`config.mk`:
```
export PLATFORM = sky130hd
export DESIGN_NAME = dma_chain_seq
export DESIGN_NICKNAME = d
export VERILOG_FILES = /design/src/rtl/dma_seq_pkg.sv /design/src/rtl/dma_sema_cnt.sv /design/src/rtl/dma_desc_check.sv /design/src/rtl/dma_chain_seq.sv
export SDC_FILE = /design/constraint.sdc
export NUM_CORES = 1
export LEC_CHECK = 0
export BUFFER_PORTS_ARGS = -buffer_cell sky130_fd_sc_hd__buf_2
export CORE_UTILIZATION = 24
export DETAILED_ROUTE_END_ITERATION = 16
export GPL_ROUTABILITY_DRIVEN = 0
export SKIP_LAST_GASP = 1
export SLEW_MARGIN = 15
export SYNTH_ARGS = -nofsm -noshare
export SYNTH_HDL_FRONTEND = slang
export SYNTH_HIERARCHICAL = 1
export SYNTH_SLANG_ARGS = --single-unit
export TNS_END_PERCENT = 100
```
`constraint.sdc`:
```
create_clock -name clk_i -period 4 [get_ports clk_i]
set_input_delay 0.2 -clock clk_i [delete_from_list [all_inputs] [get_ports clk_i]]
set_output_delay 0.2 -clock clk_i [all_outputs]
set_load 0.01 [all_outputs]
```
`src/rtl/dma_seq_pkg.sv`:
```
package dma_seq_pkg;

  typedef enum logic [1:0] {
    CMD_NONE     = 2'd0,
    CMD_TO_MEM   = 2'd1,
    CMD_FROM_MEM = 2'd2,
    CMD_SENSE    = 2'd3
  } cmd_e;

  typedef struct packed {
    logic [3:0] pio_n;
    logic [1:0] rsvd;
    logic       flush;
    logic       halt_term;
    logic       wait_end;
    logic       dec_sema;
    logic [1:0] spare;
    logic       irq;
    logic       chain;
    cmd_e       cmd;
  } ctrl_t;

  typedef enum logic [3:0] {
    ST_IDLE, ST_HDR, ST_PIO_RD, ST_PIO_WR, ST_MEM_RD,
    ST_TX, ST_RX, ST_MEM_WR, ST_WAIT_END, ST_DONE
  } state_e;

endpackage

```
`src/rtl/dma_sema_cnt.sv`:
```
module dma_sema_cnt #(
  parameter int W = 8
) (
  input  logic         clk_i,
  input  logic         rst_ni,
  input  logic         clear_i,
  input  logic         add_i,
  input  logic [W-1:0] add_val_i,
  input  logic         dec_i,
  output logic [W-1:0] count_o
);
  logic [W-1:0] count_q, sat, nxt;
  logic [W:0]   sum;

  always_comb begin
    sum = {1'b0, count_q} + {1'b0, (add_i ? add_val_i : '0)};
    sat = sum[W] ? '1 : sum[W-1:0];
    nxt = (dec_i && sat != '0) ? sat - W'(1) : sat;
  end

  always_ff @(posedge clk_i or negedge rst_ni)
    if (!rst_ni)      count_q <= '0;
    else if (clear_i) count_q <= '0;
    else              count_q <= nxt;

  assign count_o = count_q;

  assert_sema_dec_R7: assert property (@(posedge clk_i) disable iff (!rst_ni)
    (dec_i && !add_i && !clear_i && count_q != '0) |=> count_q == $past(count_q) - W'(1));
  assert_sema_hold_R2: assert property (@(posedge clk_i) disable iff (!rst_ni)
    (!dec_i && !add_i && !clear_i) |=> $stable(count_q));
  assert_sema_clear_R12: assert property (@(posedge clk_i) disable iff (!rst_ni)
    clear_i |=> count_q == '0);
endmodule

```
`src/rtl/dma_desc_check.sv`:
```
module dma_desc_check import dma_seq_pkg::*; #(
  parameter int CNT_W     = 16,
  parameter int WB_LOG    = 2,
  parameter int MAX_BYTES = 'hFF00
) (
  input  ctrl_t              ctrl_i,
  input  logic [CNT_W-1:0]   bytes_i,
  output logic [CNT_W-1:0]   words_o,
  output logic               bad_o
);
  localparam logic [CNT_W:0] ROUND = (CNT_W+1)'((1 << WB_LOG) - 1);
  logic [CNT_W:0] rnd;

  always_comb begin
    rnd     = {1'b0, bytes_i} + ROUND;
    words_o = CNT_W'(rnd >> WB_LOG);
    bad_o   = (ctrl_i.cmd == CMD_SENSE) || (bytes_i > CNT_W'(MAX_BYTES));
  end
endmodule

```
`src/rtl/dma_chain_seq.sv`:
```
module dma_chain_seq import dma_seq_pkg::*; #(
  parameter int AW        = 32,
  parameter int DW        = 32,
  parameter int SEMA_W    = 8,
  parameter int MAX_BYTES = 'hFF00
) (
  input  logic              clk_i,
  input  logic              rst_ni,
  input  logic              cmd_wr_i,
  input  logic [AW-1:0]     cmd_addr_i,
  input  logic              sema_wr_i,
  input  logic [SEMA_W-1:0] sema_add_i,
  input  logic              freeze_i,
  input  logic              chan_reset_i,
  output logic              mem_req_o,
  output logic              mem_we_o,
  output logic [AW-1:0]     mem_addr_o,
  output logic [DW-1:0]     mem_wdata_o,
  input  logic              mem_ack_i,
  input  logic              mem_err_i,
  input  logic [DW-1:0]     mem_rdata_i,
  output logic              pio_wr_o,
  output logic [3:0]        pio_idx_o,
  output logic [DW-1:0]     pio_data_o,
  output logic              tx_valid_o,
  input  logic              tx_ready_i,
  output logic [DW-1:0]     tx_data_o,
  input  logic              rx_valid_i,
  output logic              rx_ready_o,
  input  logic [DW-1:0]     rx_data_i,
  input  logic              per_end_i,
  input  logic              per_err_i,
  output logic              done_irq_o,
  output logic              bus_err_o
);
  localparam int WB        = DW / 8;
  localparam int WB_LOG    = $clog2(WB);
  localparam int CNT_W     = DW / 2;
  localparam int HDR_WORDS = 3;

  state_e            state_q;
  logic [AW-1:0]     cmd_ptr_q, cur_q, nxt_q, buf_q;
  ctrl_t             ctrl_q;
  logic [CNT_W-1:0]  cnt_q, word_q, n_words;
  logic [1:0]        hdr_idx_q;
  logic [4:0]        pio_k_q;
  logic [DW-1:0]     data_q;
  logic              err_q;
  logic [SEMA_W-1:0] sema_cnt;

  logic   active, mem_hit, fmt_bad, fmt_fault, mem_fault, per_fault, fault;
  logic   last_word, sema_left, sema_dec, in_data;
  state_e end_st, after_pio;

  dma_desc_check #(.CNT_W(CNT_W), .WB_LOG(WB_LOG), .MAX_BYTES(MAX_BYTES)) i_check (
    .ctrl_i (ctrl_q), .bytes_i (cnt_q), .words_o (n_words), .bad_o (fmt_bad)
  );

  dma_sema_cnt #(.W(SEMA_W)) i_sema (
    .clk_i, .rst_ni,
    .clear_i   (chan_reset_i || fault),
    .add_i     (sema_wr_i),
    .add_val_i (sema_add_i),
    .dec_i     (sema_dec),
    .count_o   (sema_cnt)
  );

  always_comb begin
    active     = !freeze_i;
    mem_req_o  = active && (state_q inside {ST_HDR, ST_PIO_RD, ST_MEM_RD, ST_MEM_WR});
    mem_we_o   = (state_q == ST_MEM_WR);
    mem_wdata_o = data_q;
    unique case (state_q)
      ST_HDR:              mem_addr_o = cur_q + (AW'(hdr_idx_q) << WB_LOG);
      ST_PIO_RD:           mem_addr_o = cur_q + ((AW'(pio_k_q) + AW'(HDR_WORDS)) << WB_LOG);
      ST_MEM_RD, ST_MEM_WR: mem_addr_o = buf_q + (AW'(word_q) << WB_LOG);
      default:             mem_addr_o = cur_q;
    endcase
    mem_hit    = mem_req_o && mem_ack_i;
    mem_fault  = mem_hit && mem_err_i;
    fmt_fault  = active && state_q == ST_HDR && mem_hit && hdr_idx_q == 2'd2 && fmt_bad;
    per_fault  = active && per_err_i && (state_q inside {ST_TX, ST_RX, ST_WAIT_END});
    fault      = mem_fault || fmt_fault || per_fault;

    pio_wr_o   = active && state_q == ST_PIO_WR;
    pio_idx_o  = pio_k_q[3:0];
    pio_data_o = data_q;
    tx_valid_o = active && state_q == ST_TX;
    tx_data_o  = data_q;
    rx_ready_o = active && state_q == ST_RX;
    done_irq_o = active && state_q == ST_DONE && ctrl_q.irq;
    bus_err_o  = err_q;

    sema_dec   = active && state_q == ST_DONE && ctrl_q.dec_sema;
    sema_left  = sema_cnt > SEMA_W'(ctrl_q.dec_sema);
    last_word  = (word_q + CNT_W'(1)) >= n_words;
    end_st     = ctrl_q.wait_end ? ST_WAIT_END : ST_DONE;
    unique case (ctrl_q.cmd)
      CMD_FROM_MEM: after_pio = (n_words != '0) ? ST_MEM_RD : end_st;
      CMD_TO_MEM:   after_pio = (n_words != '0) ? ST_RX : end_st;
      default:      after_pio = end_st;
    endcase
    in_data    = tx_valid_o || rx_ready_o;
  end

  always_ff @(posedge clk_i or negedge rst_ni) begin
    if (!rst_ni) begin
      state_q <= ST_IDLE;   cmd_ptr_q <= '0; cur_q  <= '0; nxt_q  <= '0;
      buf_q   <= '0;        ctrl_q    <= '0; cnt_q  <= '0; word_q <= '0;
      hdr_idx_q <= '0;      pio_k_q   <= '0; data_q <= '0; err_q  <= 1'b0;
    end else if (chan_reset_i) begin
      state_q <= ST_IDLE;
      err_q   <= 1'b0;
      if (cmd_wr_i) cmd_ptr_q <= cmd_addr_i;
    end else begin
      err_q <= 1'b0;
      if (cmd_wr_i) cmd_ptr_q <= cmd_addr_i;
      if (fault) begin
        state_q <= ST_IDLE;
        err_q   <= 1'b1;
      end else if (active) begin
        unique case (state_q)
          ST_IDLE: if (sema_cnt != '0) begin
            cur_q     <= cmd_ptr_q;
            hdr_idx_q <= '0;
            state_q   <= ST_HDR;
          end
          ST_HDR: if (mem_hit) begin
            hdr_idx_q <= hdr_idx_q + 2'd1;
            unique case (hdr_idx_q)
              2'd0:    nxt_q <= mem_rdata_i;
              2'd1:    begin ctrl_q <= ctrl_t'(mem_rdata_i[CNT_W-1:0]); cnt_q <= mem_rdata_i[DW-1:CNT_W]; end
              default: begin
                buf_q   <= mem_rdata_i;
                pio_k_q <= '0;
                word_q  <= '0;
                state_q <= (ctrl_q.pio_n != '0) ? ST_PIO_RD : after_pio;
              end
            endcase
          end
          ST_PIO_RD: if (mem_hit) begin
            data_q  <= mem_rdata_i;
            state_q <= ST_PIO_WR;
          end
          ST_PIO_WR: begin
            pio_k_q <= pio_k_q + 5'd1;
            state_q <= ((pio_k_q + 5'd1) < {1'b0, ctrl_q.pio_n}) ? ST_PIO_RD : after_pio;
          end
          ST_MEM_RD: if (mem_hit) begin
            data_q  <= mem_rdata_i;
            state_q <= ST_TX;
          end
          ST_TX: if (tx_ready_i) begin
            word_q  <= word_q + CNT_W'(1);
            state_q <= last_word ? end_st : ST_MEM_RD;
          end
          ST_RX: if (rx_valid_i) begin
            data_q  <= rx_data_i;
            state_q <= ST_MEM_WR;
          end
          ST_MEM_WR: if (mem_hit) begin
            word_q  <= word_q + CNT_W'(1);
            state_q <= last_word ? end_st : ST_RX;
          end
          ST_WAIT_END: if (per_end_i) state_q <= ST_DONE;
          ST_DONE: begin
            cmd_ptr_q <= nxt_q;
            if (ctrl_q.chain || sema_left) begin
              cur_q     <= nxt_q;
              hdr_idx_q <= '0;
              state_q   <= ST_HDR;
            end else begin
              state_q <= ST_IDLE;
            end
          end
          default: state_q <= ST_IDLE;
        endcase
      end
    end
  end

  assert_pio_before_data_R3: assert property (@(posedge clk_i) disable iff (!rst_ni)
    in_data |-> pio_k_q == {1'b0, ctrl_q.pio_n});
  assert_no_bad_beat_R5: assert property (@(posedge clk_i) disable iff (!rst_ni)
    in_data |-> (cnt_q <= CNT_W'(MAX_BYTES) && ctrl_q.cmd != CMD_SENSE));
  assert_beat_in_range_R4: assert property (@(posedge clk_i) disable iff (!rst_ni)
    in_data |-> word_q < n_words);
  assert_irq_single_R9: assert property (@(posedge clk_i) disable iff (!rst_ni)
    done_irq_o |=> !done_irq_o);
  assert_err_halts_R10: assert property (@(posedge clk_i) disable iff (!rst_ni)
    bus_err_o |-> !(mem_req_o || pio_wr_o || in_data || done_irq_o));
  assert_freeze_quiet_R11: assert property (@(posedge clk_i) disable iff (!rst_ni)
    freeze_i |-> !(mem_req_o || pio_wr_o || in_data || done_irq_o));
  assert_freeze_hold_R11: assert property (@(posedge clk_i) disable iff (!rst_ni)
    ($past(freeze_i) && !$past(chan_reset_i)) |-> $stable(state_q));
  assert_reset_idle_R12: assert property (@(posedge clk_i) disable iff (!rst_ni)
    chan_reset_i |=> !(mem_req_o || pio_wr_o || in_data || done_irq_o));
endmodule

```
Word-level counts from Yosys, hierarchy flattened
Index checks and enable logic that the tools add are counted.
{ "op_classes": {"n_addsub": 10, "order_cmp": 4, "n_eq_ne": 32, "mux": 52, "bitwise": 4, "reduce_logical": 47} }
{ "ops": {"columns": ["op", "count"], "rows": [
  ["$mux 32", 9],
  ["$pmux 32 s2", 2],
  ["$pmux 32 s3", 1],
  ["$mux 4", 18],
  ["$mux 16", 4],
  ["$pmux 16 s3", 1],
  ["$pmux 4 s10", 1],
  ["$reduce_and 6->1", 6],
  ["$add 32x18->32", 1],
  ["$add 32x4->32", 1],
  ["$add 32x8->32", 1],
  ["$mux 8", 4],
  ["$ne 4x4->1 const B", 8],
  ["$add 16x2->17 const B", 1],
  ["$add 16x1->16 const B", 1],
  ["$eq 4x3->1 const B", 4],
  ["$ge 16x15->1", 1],
  ["$gt 16x16->1 const B", 1],
  ["$logic_and 1x1->1", 16],
  ["$reduce_bool 16->1", 1],
  ["$reduce_bool 8->1", 2],
  ["$mux 5", 2],
  ["$ne 2x2->1 const B", 5],
  ["$pmux 5 s2", 1],
  ["31 further kinds", 57]
]} }
{ "totals": {"regBits": 222, "input_bits": 116, "output_inout_bits": 139, "wordCells": 167} }

Longest topological paths before layout
Gate-level depths: netlist of run 1.
{ "logic_depth": {"depth_word": 11, "depth_mapped": 15, "depth_no_buf": 14} }

By module
Netlist of run 1, hierarchy kept.
{ "by_module_without_submodules": {"columns": ["module", "instances", "cells_each", "area_per_inst_um2", "seq_area_each_um2"], "rows": [
  ["dma_chain_seq", 1, 1350, 13491.7, 5505.3],
  ["dma_sema_cnt", 1, 116, 984.7, 200.2],
  ["dma_desc_check", 1, 47, 362.8, 0.0]
]} }

Worst setup path after synthesis of run 1
OpenSTA, ideal clock, no wires.
{ "synth_path": {"kind": "reg-to-output", "from": "register state_q[1]", "to": "output port mem_addr_o[24]", "arrival_ns": 3.066, "t_required_ns": 3.800, "setup_slack_ns": 0.734, "stages_incl_launch_ff": 16, "path_buffers": 1, "cell_sequence": "dfrtp_1 buf_2 nor2b_1 nand2_1 nand2_1 o21ai_0 ha_1 inv_1 fa_1 nor2b_1 o31a_1 o211ai_1 nor2_1 nand2_1 mux2_2 o21ai_1"} }
{ "synth_via": {"elab_chain_len": 3, "word_cells_on_any_way": 6, "cone_classes": "eq/ne (4); mux (1); reduce/logical (1)"} }
{ "synth_lines": {"columns": ["item", "line", "text"], "rows": [
  ["start, declared", "dma_chain_seq.sv:41", "state_e state_q;"],
  ["start signal, assigned", "dma_chain_seq.sv:137", "state_q <= (ctrl_q.pio_n != '0) ? ST_PIO_RD : after_pio;"],
  ["start signal, assigned", "dma_chain_seq.sv:147", "state_q <= ((pio_k_q + 5'd1) < {1'b0, ctrl_q.pio_n}) ? ST_PIO_RD : after_pio;"],
  ["start signal, assigned", "dma_chain_seq.sv:155", "state_q <= last_word ? end_st : ST_MEM_RD;"],
  ["$eq 4x3->1", "dma_chain_seq.sv:73", "unique case (state_q)"],
  ["$reduce_or 2->1", "dma_chain_seq.sv:73", null],
  ["$pmux 32 s3 *", "dma_chain_seq.sv:73", null],
  ["end, declared", "dma_chain_seq.sv:17", "output logic [AW-1:0] mem_addr_o,"]
]} }
Every way passes the cells marked *; elsewhere a longest branch is shown, timed or not.

Worst setup path in the final report of run 1
{ "layout_path": {"from": "register pio_k_q[1]", "to": "output port mem_addr_o[29]"} }
{ "layout_via": {"elab_chain_len": 3} }
{ "layout_lines": {"columns": ["item", "line", "text"], "rows": [
  ["start, declared", "dma_chain_seq.sv:46", "logic [4:0] pio_k_q;"],
  ["start signal, assigned", "dma_chain_seq.sv:146", "pio_k_q <= pio_k_q + 5'd1;"],
  ["$add 5x2->6", "dma_chain_seq.sv:75", "ST_PIO_RD: mem_addr_o = cur_q + ((AW'(pio_k_q) + AW'(HDR_WORDS)) << WB_LOG);"],
  ["$add 32x8->32", "dma_chain_seq.sv:75", null],
  ["$pmux 32 s3", "dma_chain_seq.sv:73", null]
]} }
Every way passes these cells.

==> metrics.txt, run 1 <==
# TYPE chip_impl_metric gauge
chip_impl_metric{name="area_growth_syn_to_layout",unit="%"} 24.9
chip_impl_metric{name="rrSetupSlack",unit="ns"} 0.41
chip_impl_metric{name="detailed_placement_hpwl",unit="um"} 34700
chip_impl_metric{name="floorplan.rows",unit=""} 90
chip_impl_metric{name="n_fill_cell",unit=""} 6215
chip_impl_metric{name="max-cap-violations",unit=""} 0
chip_impl_metric{name="fin_ws",unit="ns"} 0.160
chip_impl_metric{name="grt_antenna_before_repair",unit=""} 5
chip_impl_metric{name="worst_ir_drop_vdd",unit="uV"} 262
chip_impl_info{name="cts-root-buf",value="sky130_fd_sc_hd__clkbuf_16"} 1
chip_impl_metric{name="worst_slew_pin_slew",unit="ns"} 1.05
chip_impl_metric{name="share_of_the_core_filled_with_cells",unit="%"} 30.3
chip_impl_metric{name="clk_latency",unit="ns"} 0.56
chip_impl_metric{name="grt_max_degree",unit=""} 98
chip_impl_metric{name="placement.setup.worst_slack",unit="ns"} 0.244
chip_impl_metric{name="fp.dieH",unit="um"} 249
chip_impl_metric{name="final.setup_skew",unit="ns"} 0.0223
chip_impl_info{name="tritoncts",value="built"} 1
chip_impl_metric{name="power.density_cell_area",unit="nW/um^2"} 455
chip_impl_metric{name="post-route-cell-area",unit="um^2"} 18300
chip_impl_metric{name="place_area",unit="um^2"} 16300
chip_impl_metric{name="detailedRoute.firstIterationViolations",unit=""} 834
chip_impl_metric{name="timing_max_transition_violations_final",unit=""} 0
chip_impl_info{name="hold_crit_start",value="cmd_addr_i[5]"} 1
chip_impl_metric{name="clock_slew_at_the_register_clock_pins_of_the_worst_setup_and_hold_paths",unit="ns"} 0.06
chip_impl_metric{name="synthesis.instances",unit=""} 1501
chip_impl_metric{name="totalWireLength",unit="um"} 46900
chip_impl_metric{name="floorplan.die_area",unit="um^2"} 61900
chip_impl_metric{name="finalSetupViolations",unit=""} 0
chip_impl_metric{name="vias_per_cell",unit=""} 4.81
chip_impl_metric{name="cts_buffer_depth",unit=""} 3
chip_impl_metric{name="setup_tns",unit="ns"} 0
chip_impl_metric{name="timing.final.crit_period",unit="ns"} 3.84
chip_impl_info{name="min_to",value="cmd_ptr_q[5]"} 1
chip_impl_metric{name="cts_inserted_buffers",unit=""} 28
chip_impl_metric{name="power.static_leakage",unit="nW"} 8.62
chip_impl_info{name="final_common_cell",value="sky130_fd_sc_hd__buf_2"} 1
chip_impl_info{name="criticalPathCategory",value="reg2out"} 1
chip_impl_metric{name="numPortBuffers",unit=""} 254
chip_impl_metric{name="layout-drive-gt1-share",unit="%"} 27.2
chip_impl_metric{name="design.portCount",unit=""} 255
chip_impl_info{name="hold_path_class",value="in2reg"} 1
chip_impl_metric{name="synth_area",unit="um^2"} 14600
chip_impl_metric{name="global_route.usage.total",unit="%"} 14.8
chip_impl_metric{name="vias",unit=""} 12400
chip_impl_metric{name="start_util",unit="%"} 24.3
chip_impl_info{name="rsz0062_at_grt",value="true"} 1
chip_impl_metric{name="detail-route-antenna-nets",unit=""} 0
chip_impl_metric{name="cp.arrival",unit="ns"} 3.64
chip_impl_metric{name="max_fclk",unit="GHz"} 0.260
chip_impl_metric{name="route.detailed.wl_per_inst",unit="um"} 18.2
chip_impl_metric{name="worst_path_max_fanout",unit=""} 5
chip_impl_metric{name="grt_overflow_total",unit=""} 0
chip_impl_info{name="start_kind",value="flop"} 1
chip_impl_metric{name="grt_first_pass_wirelength",unit="um"} 71700
chip_impl_metric{name="yosysWarningCount",unit=""} 6
chip_impl_metric{name="clock_sinks",unit=""} 222
chip_impl_metric{name="period_utilization",unit="%"} 96.0
chip_impl_metric{name="maxSlewHeadroom",unit="%"} 30.2
chip_impl_info{name="worstSetupEndpointType",value="output pin"} 1
chip_impl_info{name="result_of_the_run",value="complete, no violations"} 1
chip_impl_info{name="critical_path.reg2reg.endpoint",value="state_q[2]"} 1
chip_impl_metric{name="synth.avg_cell_area",unit="um^2"} 9.74
chip_impl_metric{name="hold_path_depth",unit=""} 3
chip_impl_info{name="worst_r2r_startpoint",value="word_q[1]"} 1
chip_impl_metric{name="r2r.worst_path.cells",unit=""} 13
chip_impl_metric{name="timing.critical_path.required",unit="ns"} 3.80
chip_impl_metric{name="final_hold_violations",unit=""} 0
chip_impl_metric{name="horizontal_die_dimension",unit="um"} 249
chip_impl_info{name="layout.cells.most_common_list",value="sky130_fd_sc_hd__buf_2, sky130_fd_sc_hd__dfrtp_1, sky130_fd_sc_hd__nand2_1, sky130_fd_sc_hd__mux2_2"} 1
chip_impl_metric{name="cts_htree_levels",unit=""} 1
chip_impl_metric{name="core_area",unit="um^2"} 60200
chip_impl_metric{name="nNetsFinal",unit=""} 1949
chip_impl_metric{name="holdWs",unit="ns"} 0.00447
chip_impl_metric{name="via_count_of_the_first_global_routing_pass",unit=""} 12400
chip_impl_metric{name="synth_fp_nets",unit=""} 1680
chip_impl_metric{name="detail_route.drc_violations",unit=""} 0
chip_impl_metric{name="drt_first_pass_iters",unit=""} 7
state kept, by name, indices dropped and copies added, names as in the netlist, 5 cells and up:
name,count
buf_q,32
cmd_ptr_q,32
cur_q,32
mem_wdata_o,32
nxt_q,32
cnt_q,16
word_q,16
ctrl_q,10
i_sema/count_o,8
pio_k_q,5
final cells by class:
cell class              count  area, um^2  share of cell area [%]
inverters                  52         195                    1.07
flip-flops and latches    222        5560                    30.4
clock buffers              34         774                    4.24
clock inverters            12         179                   0.980
diodes                      1        2.50                  0.0137
repair buffers            373        2430                    13.3
well taps                 782         978                    5.36
multi-input cells        1093        8150                    44.6
critical path, stage by stage (launching register included):
cell	delay [ns]
sky130_fd_sc_hd__dfrtp_2	0.40
sky130_fd_sc_hd__inv_1	0.05
sky130_fd_sc_hd__ha_1	0.21
sky130_fd_sc_hd__or3_1	0.38
sky130_fd_sc_hd__a21oi_2	0.17
sky130_fd_sc_hd__ha_2	0.23
sky130_fd_sc_hd__o21ai_1	0.13
sky130_fd_sc_hd__a21oi_2	0.23
sky130_fd_sc_hd__nor4b_4	0.22
sky130_fd_sc_hd__buf_4	0.18
sky130_fd_sc_hd__nand3_1	0.09
sky130_fd_sc_hd__mux2_2	0.23
sky130_fd_sc_hd__o21ai_0	0.07
sky130_fd_sc_hd__a311o_1	0.36
sky130_fd_sc_hd__buf_2	0.15
metrics by stage:
step / std cells / total power [mW]
3_5_place_dp: 2429 / 5.58
6_report: 2569 / 8.31
3_3_place_gp: 2429 / 5.51
4_1_cts: 2565 / 8.36
5_1_grt: 2568 / 8.78
2_1_floorplan: 1501 / 4.68
timing repair:
item | in CTS | in global routing
setup endpoints to repair | 6 | 19
pin swaps | 2 | 7
hold endpoints to repair | 197 | 0
hold buffers | 86 | 0
buffers inserted | 4 | 3
gates resized for setup | 3 | 19
routing by layer:
metal | share of wire, % | track usage, %
met4 | 4.6 | 6.94
met5 | 0 | 0
met2 | 46 | 24.2
met1 | 44 | 18.9
met3 | 5.2 | 2.55
worst max path at each step:
| stage | start | end | slack (ns) | cells past startpoint |
|---|---|---|---|---|
| 6_report | pio_k_q[1] | mem_addr_o[29] | 0.16 | 14 |
| 5_1_grt | pio_k_q[1] | mem_addr_o[22] | -0.03 | 13 |
| 4_1_cts | pio_k_q[1] | mem_addr_o[22] | -0.003 | 13 |
| 3_5_place_dp | pio_k_q[1] | mem_addr_o[29] | 0.24 | 13 |
| 3_3_place_gp | pio_k_q[1] | mem_addr_o[29] | 0.35 | 13 |
| 2_1_floorplan | state_q[1] | mem_addr_o[24] | 0.73 | 15 |
where the power goes:
group | internal [mW] | total, mW | switching (mW)
logic | 1.14 | 2.53 | 1.39
registers | 2.68 | 3.12 | 0.442
clock network | 1.62 | 2.66 | 1.03
Power figures use the tool's default switching activity.
==> run 2: changes to the inputs <==
--- a/config.mk
+++ b/config.mk
@@ -5,10 +5,14 @@
 export SDC_FILE = /design/constraint.sdc
 export NUM_CORES = 1
 export LEC_CHECK = 0
+export ABC_AREA = 1
 export BUFFER_PORTS_ARGS = -buffer_cell sky130_fd_sc_hd__buf_2
-export CORE_UTILIZATION = 24
+export CELL_PAD_IN_SITES_DETAIL_PLACEMENT = 2
+export CELL_PAD_IN_SITES_GLOBAL_PLACEMENT = 2
+export CORE_UTILIZATION = 32
 export DETAILED_ROUTE_END_ITERATION = 16
 export GPL_ROUTABILITY_DRIVEN = 0
+export PLACE_DENSITY_LB_ADDON = 0.1
 export SKIP_LAST_GASP = 1
 export SLEW_MARGIN = 15
 export SYNTH_ARGS = -nofsm -noshare
==> run 2 against run 1 <==
  * Utilization is 8.6 points higher
  * Clock power increased by 2%
  * Sequential power is 8.3% higher
  * Total power up 20%
  * Global-route usage up 14 points
  * Non-clock buffer count fell by 11
  * Design area grew 7.1%
  * Critical path type unchanged
  * Sequential cell count unchanged
  * Synthesized cell count up 62%
  * Clock skew fell by 0.0077 ns
  * Die area shrank 16%
  * Highest routed layer is now met5
==> metrics.txt, run 2 <==
# TYPE chip_impl_metric gauge
chip_impl_metric{name="timing_max_transition_violations_final",unit=""} 0
chip_impl_metric{name="design.portCount",unit=""} 255
chip_impl_metric{name="clockPowerShare",unit="%"} 27.1
chip_impl_metric{name="synth.avg_cell_area",unit="um^2"} 6.71
chip_impl_metric{name="pwr-share-comb",unit="%"} 39.0
chip_impl_metric{name="final.setup_skew",unit="ns"} 0.0146
chip_impl_metric{name="power.static_leakage",unit="nW"} 10.5
chip_impl_info{name="worstSetupEndpointType",value="output pin"} 1
chip_impl_metric{name="worst_slew_pin_slew",unit="ns"} 0.986
chip_impl_metric{name="worst_ir_drop_vdd",unit="uV"} 292
chip_impl_metric{name="numPortBuffers",unit=""} 254
chip_impl_metric{name="synth_fp_nets",unit=""} 2613
chip_impl_metric{name="clock_sinks",unit=""} 222
chip_impl_info{name="cts-root-buf",value="sky130_fd_sc_hd__clkbuf_16"} 1
chip_impl_metric{name="totalWireLength",unit="um"} 74200
chip_impl_metric{name="synthesis.instances",unit=""} 2434
chip_impl_metric{name="area_growth_syn_to_layout",unit="%"} 19.7
chip_impl_metric{name="cell_internal_pwr",unit="mW"} 5.70
chip_impl_metric{name="finalSetupViolations",unit=""} 0
chip_impl_info{name="start_kind",value="flop"} 1
chip_impl_metric{name="drt_first_pass_iters",unit=""} 5
chip_impl_metric{name="floorplan.die_area",unit="um^2"} 51900
chip_impl_metric{name="timing.final.crit_period",unit="ns"} 3.72
chip_impl_metric{name="global_route.usage.total",unit="%"} 28.3
chip_impl_metric{name="cts_inserted_buffers",unit=""} 29
chip_impl_metric{name="layoutNonFillerInstCount",unit=""} 3365
chip_impl_metric{name="core_area",unit="um^2"} 50300
chip_impl_metric{name="detail_route.drc_violations",unit=""} 0
chip_impl_metric{name="p_total",unit="mW"} 9.96
chip_impl_metric{name="detailed_placement_hpwl",unit="um"} 56200
chip_impl_metric{name="worst_path_max_fanout",unit=""} 6
chip_impl_info{name="criticalPathCategory",value="reg2out"} 1
chip_impl_metric{name="post-route-cell-area",unit="um^2"} 19500
chip_impl_metric{name="n_fill_cell",unit=""} 6129
chip_impl_metric{name="vias_per_cell",unit=""} 5.14
chip_impl_metric{name="holdWs",unit="ns"} 0.00502
chip_impl_metric{name="maxSlewHeadroom",unit="%"} 34.3
chip_impl_metric{name="vias",unit=""} 17300
chip_impl_metric{name="share_of_the_core_filled_with_cells",unit="%"} 38.9
chip_impl_metric{name="cp.arrival",unit="ns"} 3.52
chip_impl_metric{name="horizontal_die_dimension",unit="um"} 228
chip_impl_metric{name="grt_first_pass_wirelength",unit="um"} 114000
chip_impl_metric{name="cts_buffer_depth",unit=""} 3
chip_impl_metric{name="switching_power",unit="mW"} 4.27
chip_impl_info{name="final_common_cell",value="sky130_fd_sc_hd__nand2_1"} 1
chip_impl_metric{name="place_area",unit="um^2"} 17700
chip_impl_metric{name="timing.critical_path.required",unit="ns"} 3.80
chip_impl_metric{name="route.detailed.wl_per_inst",unit="um"} 22.0
chip_impl_metric{name="grt_max_degree",unit=""} 87
chip_impl_metric{name="floorplan.rows",unit=""} 82
chip_impl_info{name="hold_path_class",value="in2reg"} 1
chip_impl_metric{name="yosysWarningCount",unit=""} 6
chip_impl_metric{name="period_utilization",unit="%"} 93.0
chip_impl_metric{name="final_hold_violations",unit=""} 0
chip_impl_metric{name="switching_share",unit="%"} 42.8
chip_impl_metric{name="power.density_cell_area",unit="nW/um^2"} 510
chip_impl_metric{name="nNetsFinal",unit=""} 2849
chip_impl_metric{name="grt_overflow_total",unit=""} 0
chip_impl_metric{name="start_util",unit="%"} 32.5
chip_impl_metric{name="via_count_of_the_first_global_routing_pass",unit=""} 18700
chip_impl_metric{name="detailedRoute.firstIterationViolations",unit=""} 879
chip_impl_metric{name="cts_htree_levels",unit=""} 1
chip_impl_info{name="tritoncts",value="built"} 1
chip_impl_metric{name="synth_area",unit="um^2"} 16300
chip_impl_metric{name="fp.dieH",unit="um"} 228
chip_impl_info{name="result_of_the_run",value="complete, no violations"} 1
chip_impl_metric{name="multiInputGateArea",unit="um^2"} 8570
chip_impl_metric{name="max_fclk",unit="GHz"} 0.269
chip_impl_metric{name="layout-drive-gt1-share",unit="%"} 16.3
chip_impl_metric{name="register_area",unit="um^2"} 5560
chip_impl_metric{name="max-cap-violations",unit=""} 0
chip_impl_metric{name="clk_latency",unit="ns"} 0.58
chip_impl_metric{name="power.sequential.fraction",unit="%"} 33.9
chip_impl_metric{name="detail-route-antenna-nets",unit=""} 0
chip_impl_metric{name="post-place-cells",unit=""} 3222
chip_impl_metric{name="grt_antenna_before_repair",unit=""} 8
chip_impl_info{name="layout.cells.most_common_list",value="sky130_fd_sc_hd__nand2_1, sky130_fd_sc_hd__inv_1, sky130_fd_sc_hd__buf_2, sky130_fd_sc_hd__dfrtp_1, sky130_fd_sc_hd__o21ai_0"} 1
chip_impl_metric{name="clock_slew_at_the_register_clock_pins_of_the_worst_setup_and_hold_paths",unit="ns"} 0.06
-- run 2: metrics by stage --
step,setup WS (ns),setup TNS (ns)
global route,-0.0188,-0.0600
global placement,0.605,0
detailed placement,0.453,0
finish,0.279,0
floorplan,1.26,0
CTS,0.0578,0
-- run 2: critical path, stage by stage (launching register included) --
cell                       delay (ns)
sky130_fd_sc_hd__dfrtp_1         0.46
sky130_fd_sc_hd__nor2_2          0.26
sky130_fd_sc_hd__nand2_4         0.13
sky130_fd_sc_hd__o21ai_1         0.16
sky130_fd_sc_hd__ha_1            0.16
sky130_fd_sc_hd__inv_1           0.07
sky130_fd_sc_hd__fa_1            0.36
sky130_fd_sc_hd__inv_1           0.11
sky130_fd_sc_hd__nand3_1         0.10
sky130_fd_sc_hd__nand2_2         0.10
sky130_fd_sc_hd__nand2_1         0.07
sky130_fd_sc_hd__nand2_1         0.10
sky130_fd_sc_hd__nand2_1         0.11
sky130_fd_sc_hd__inv_2           0.10
sky130_fd_sc_hd__nand4_1         0.08
sky130_fd_sc_hd__buf_4           0.18
sky130_fd_sc_hd__nand3b_1        0.15
sky130_fd_sc_hd__nand2_1         0.07
sky130_fd_sc_hd__nand2_1         0.05
sky130_fd_sc_hd__buf_2           0.13
-- run 2: repair_timing --
action / in CTS / in global routing
resized for setup: 6 / 12
buffers inserted: 3 / 2
gates cloned: 0 / 0
hold buffers: 84 / 0
hold endpoints to repair: 176 / 0
setup endpoints to repair: 10 / 17
-- run 2: per-layer routing --
layer | wire, um | vias to the layer above | track usage (%)
met5 | 49 | - | 0
met4 | 1740 | 8 | 6.92
met3 | 2600 | 93 | 3.14
met2 | 35600 | 345 | 48.5
met1 | 34100 | 8743 | 37.9
li1 | - | 8123 | -
-- run 2: layout make-up --
cell class                      count  area share (%)
Clock buffer                       41            4.35
Antenna cell                        3          0.0384
Timing Repair Buffer              362            11.9
Tap cell                          672            4.30
Inverter                          342            6.57
Clock inverter                     10           0.550
Multi-Input combinational cell   1713            43.8
Sequential cell                   222            28.4
-- run 2: power by group through the flow --
| stage | Combinational (mW) | Clock (mW) | Sequential, mW |
|---|---|---|---|
| after CTS | 3.88 | 2.75 | 3.38 |
| after floorplan | 2.53 | 0 | 3.23 |
| final | 3.88 | 2.70 | 3.38 |
| after global routing | 4.27 | 2.84 | 3.45 |
| after global placement | 3.64 | 0 | 3.38 |
| after detailed placement | 3.78 | 0 | 3.41 |
-- run 2: final timing paths --
kind	slack (ns)	to	cells past startpoint	start
max reg2reg	0.58	state_q[0]	19	word_q[0]
min	0.005	mem_wdata_o[14]	5	rx_data_i[14]
max in group asynchronous	2.73	state_q[1]	3	rst_ni
min reg2reg	0.53	ctrl_q[7]	2	ctrl_q[7]
max	0.28	mem_addr_o[26]	19	state_q[0]
min in group asynchronous	0.19	cur_q[29]	2	rst_ni
==> run 3: changes to the inputs <==
--- a/config.mk
+++ b/config.mk
@@ -12,6 +12,8 @@
 export CORE_UTILIZATION = 32
 export DETAILED_ROUTE_END_ITERATION = 16
 export GPL_ROUTABILITY_DRIVEN = 0
+export GPL_TIMING_DRIVEN = 0
+export MAX_ROUTING_LAYER = met4
 export PLACE_DENSITY_LB_ADDON = 0.1
 export SKIP_LAST_GASP = 1
 export SLEW_MARGIN = 15
==> run 3 against run 2 <==
  * Fmax is 2.3% lower
  * First-iteration DRC count up 1.4%
  * Critical path type unchanged
  * Combinational power grew 13%
  * Total power rose by 5.8%
==> metrics.txt, run 3 (same netlist as run 2, synthesis figures left out) <==
# TYPE chip_impl_metric gauge
chip_impl_info{name="result_of_the_run",value="complete, no violations"} 1
chip_impl_info{name="critical_path.reg2reg.endpoint",value="state_q[0]"} 1
chip_impl_info{name="worst_r2r_startpoint",value="word_q[0]"} 1
chip_impl_metric{name="grt_overflow_total",unit=""} 0
chip_impl_metric{name="r2r.worst_path.cells",unit=""} 19
chip_impl_metric{name="detail_route.drc_violations",unit=""} 0
chip_impl_metric{name="setup_tns",unit="ns"} 0
chip_impl_metric{name="fp.dieH",unit="um"} 228
chip_impl_info{name="worstSetupEndpointType",value="output pin"} 1
chip_impl_info{name="crit_path_top_delay_cell",value="sky130_fd_sc_hd__dfrtp_2"} 1
chip_impl_metric{name="worst_ir_drop_vdd",unit="uV"} 355
chip_impl_metric{name="n_fill_cell",unit=""} 6079
chip_impl_metric{name="vias",unit=""} 17900
chip_impl_metric{name="maxSlewHeadroom",unit="%"} 45.0
chip_impl_metric{name="grt_first_pass_wirelength",unit="um"} 119000
chip_impl_metric{name="cts_inserted_buffers",unit=""} 30
chip_impl_info{name="tritoncts",value="built"} 1
chip_impl_metric{name="cts_htree_levels",unit=""} 1
chip_impl_metric{name="critPathMaxStageDelay",unit="ns"} 0.44
chip_impl_metric{name="cp.arrival",unit="ns"} 3.61
chip_impl_metric{name="power.sequential.fraction",unit="%"} 32.2
chip_impl_metric{name="power.static_leakage",unit="nW"} 11.0
chip_impl_metric{name="worst_slew_pin_slew",unit="ns"} 0.819
chip_impl_metric{name="rrSetupSlack",unit="ns"} 0.54
chip_impl_metric{name="numPortBuffers",unit=""} 251
chip_impl_info{name="hold_path_class",value="in2reg"} 1
chip_impl_metric{name="start_util",unit="%"} 32.5
chip_impl_metric{name="pwr-share-comb",unit="%"} 41.5
chip_impl_metric{name="crit_buf_inv",unit=""} 3
chip_impl_metric{name="post-route-cell-area",unit="um^2"} 20400
chip_impl_metric{name="drt_first_pass_iters",unit=""} 5
chip_impl_info{name="cts-root-buf",value="sky130_fd_sc_hd__clkbuf_16"} 1
chip_impl_metric{name="clock_sinks",unit=""} 222
chip_impl_info{name="criticalPathCategory",value="reg2out"} 1
chip_impl_metric{name="global_route.usage.total",unit="%"} 30.4
chip_impl_metric{name="totalWireLength",unit="um"} 77100
chip_impl_metric{name="timing_max_transition_violations_final",unit=""} 0
chip_impl_info{name="final_common_cell",value="sky130_fd_sc_hd__nand2_1"} 1
chip_impl_metric{name="switching_power",unit="mW"} 4.43
chip_impl_metric{name="finalSetupViolations",unit=""} 0
chip_impl_metric{name="grt_max_degree",unit=""} 84
chip_impl_metric{name="clk_latency",unit="ns"} 0.60
chip_impl_metric{name="route.detailed.wl_per_inst",unit="um"} 22.1
chip_impl_metric{name="detailedRoute.firstIterationViolations",unit=""} 891
chip_impl_metric{name="final.setup_skew",unit="ns"} 0.0286
chip_impl_metric{name="cell_internal_pwr",unit="mW"} 6.11
chip_impl_metric{name="switching_share",unit="%"} 42.0
chip_impl_metric{name="floorplan.die_area",unit="um^2"} 51900
chip_impl_metric{name="clockPowerShare",unit="%"} 26.3
chip_impl_metric{name="final_hold_violations",unit=""} 0
chip_impl_info{name="layout.cells.most_common_list",value="sky130_fd_sc_hd__nand2_1, sky130_fd_sc_hd__inv_1, sky130_fd_sc_hd__buf_2, sky130_fd_sc_hd__dfrtp_1, sky130_fd_sc_hd__o21ai_0"} 1
chip_impl_metric{name="area_growth_syn_to_layout",unit="%"} 24.7
chip_impl_metric{name="hold_path_depth",unit=""} 5
chip_impl_metric{name="floorplan.rows",unit=""} 82
chip_impl_metric{name="period_utilization",unit="%"} 95.2
chip_impl_metric{name="design.portCount",unit=""} 255
chip_impl_info{name="start_kind",value="flop"} 1
chip_impl_metric{name="timing.critical_path.required",unit="ns"} 3.80
chip_impl_info{name="timing.critical_path.mode_cell",value="sky130_fd_sc_hd__nand2_1"} 1
chip_impl_metric{name="timing.final.crit_period",unit="ns"} 3.81
chip_impl_metric{name="max-cap-violations",unit=""} 0
chip_impl_info{name="crit_chain",value="inv_1, ha_1, inv_1, o21ai_0, a21oi_1, ha_1, nand2_1, o21ai_2, nand2_1, nand2_1, nand2_1, nor2_2, nand3_1, o21ai_0, nand2_1, nand2_1, buf_2"} 1
chip_impl_metric{name="worst_path_max_fanout",unit=""} 6
chip_impl_metric{name="detailed_placement_hpwl",unit="um"} 60200
chip_impl_metric{name="grt_antenna_before_repair",unit=""} 6
chip_impl_metric{name="place_area",unit="um^2"} 18500
chip_impl_metric{name="detail-route-antenna-nets",unit=""} 0
chip_impl_info{name="min_to",value="mem_wdata_o[1]"} 1
chip_impl_metric{name="clock_slew_at_the_register_clock_pins_of_the_worst_setup_and_hold_paths",unit="ns"} 0.06
chip_impl_metric{name="vias_per_cell",unit=""} 5.12
chip_impl_metric{name="cts_buffer_depth",unit=""} 3
chip_impl_metric{name="power.density_cell_area",unit="nW/um^2"} 518
chip_impl_metric{name="nNetsFinal",unit=""} 2977
chip_impl_metric{name="core_area",unit="um^2"} 50300
chip_impl_metric{name="holdWs",unit="ns"} 0.0276
chip_impl_info{name="hold_crit_start",value="rx_data_i[1]"} 1
chip_impl_metric{name="layout-drive-gt1-share",unit="%"} 19.2
chip_impl_metric{name="via_count_of_the_first_global_routing_pass",unit=""} 19900
chip_impl_metric{name="horizontal_die_dimension",unit="um"} 228
chip_impl_info{name="timing.critical_path.max_delay_family",value="simple AND/OR/NAND/NOR gates"} 1
chip_impl_metric{name="max_fclk",unit="GHz"} 0.263
run 3: power by group through the flow:
stage / Combinational (mW) / Clock [mW] / Sequential (mW)
floorplan: 2.53 / 0 / 3.23
global placement: 4.04 / 0 / 3.39
detailed placement: 4.21 / 0 / 3.43
CTS: 4.31 / 2.81 / 3.40
global route: 4.79 / 2.88 / 3.47
finish: 4.37 / 2.77 / 3.40
run 3: worst max-delay path by stage:
| stage | startpoint | end | cells past startpoint |
|---|---|---|---|
| floorplan | state_q[3] | mem_addr_o[26] | 17 |
| finish | pio_k_q[1] | mem_addr_o[25] | 17 |
| global route | pio_k_q[1] | mem_addr_o[25] | 17 |
| detailed placement | state_q[2] | mem_addr_o[12] | 15 |
| global placement | rst_ni | mem_wdata_o[17] | 1 |
| CTS | state_q[0] | mem_addr_o[22] | 19 |
run 3: final cells by class:
type | instances | area [um^2] | area share [%]
Clock inverter | 8 | 104 | 0.510
Clock buffer | 44 | 893 | 4.39
Sequential cell | 222 | 5560 | 27.3
Antenna cell | 6 | 15.0 | 0.0738
Tap cell | 672 | 841 | 4.13
Timing Repair Buffer | 334 | 2110 | 10.4
Buffer | 155 | 945 | 4.64
Multi-Input combinational cell | 1713 | 8600 | 42.2
Inverter | 342 | 1280 | 6.31
run 3: per-layer routing:
metal	vias to the layer above	global-route usage [%]	part of all wire (%)
met2	377	50.3	47
met3	104	2.86	3.5
met5	-	-	0
met4	0	9.58	3.4
li1	8390	-	-
met1	9033	39.2	46
run 3: metrics by stage:
step                      worst slack [ns]  utilization (%)  power [mW]  instances
after floorplan                       1.26                -        5.76       2434
after global placement               -1.62             36.6        7.42       3357
after detailed placement           -0.0615             36.8        7.64       3359
after CTS                          0.00849             40.2        10.5       3483
after global routing               -0.0244             40.5        11.1       3496
final                                0.192             40.5        10.5       3496
run 3: repair_timing:
item                                    in CTS  in global routing
gates resized for setup                     15                 19
buffers inserted                             1                  9
endpoints found under the hold margin      164                  0
endpoints found under the setup margin      22                 18
pin swaps                                    0                  2
hold buffers                                71                  0
run 3: worst reg2reg max path: stages (launching register included):
cell,delay (ns)
sky130_fd_sc_hd__dfrtp_1,0.48
sky130_fd_sc_hd__ha_1,0.23
sky130_fd_sc_hd__nand3_1,0.18
sky130_fd_sc_hd__nor2_1,0.31
sky130_fd_sc_hd__nand2_1,0.14
sky130_fd_sc_hd__inv_1,0.14
sky130_fd_sc_hd__nand3_1,0.10
sky130_fd_sc_hd__xor2_1,0.23
sky130_fd_sc_hd__inv_1,0.10
sky130_fd_sc_hd__ha_1,0.28
sky130_fd_sc_hd__nand2_1,0.09
sky130_fd_sc_hd__o21ai_0,0.09
sky130_fd_sc_hd__a21oi_1,0.47
sky130_fd_sc_hd__nand2_1,0.14
sky130_fd_sc_hd__nand2_1,0.11
sky130_fd_sc_hd__nand2_1,0.06
sky130_fd_sc_hd__nand2_1,0.07
sky130_fd_sc_hd__nand2_1,0.05
sky130_fd_sc_hd__nand2_1,0.06
sky130_fd_sc_hd__nand2_1,0.05
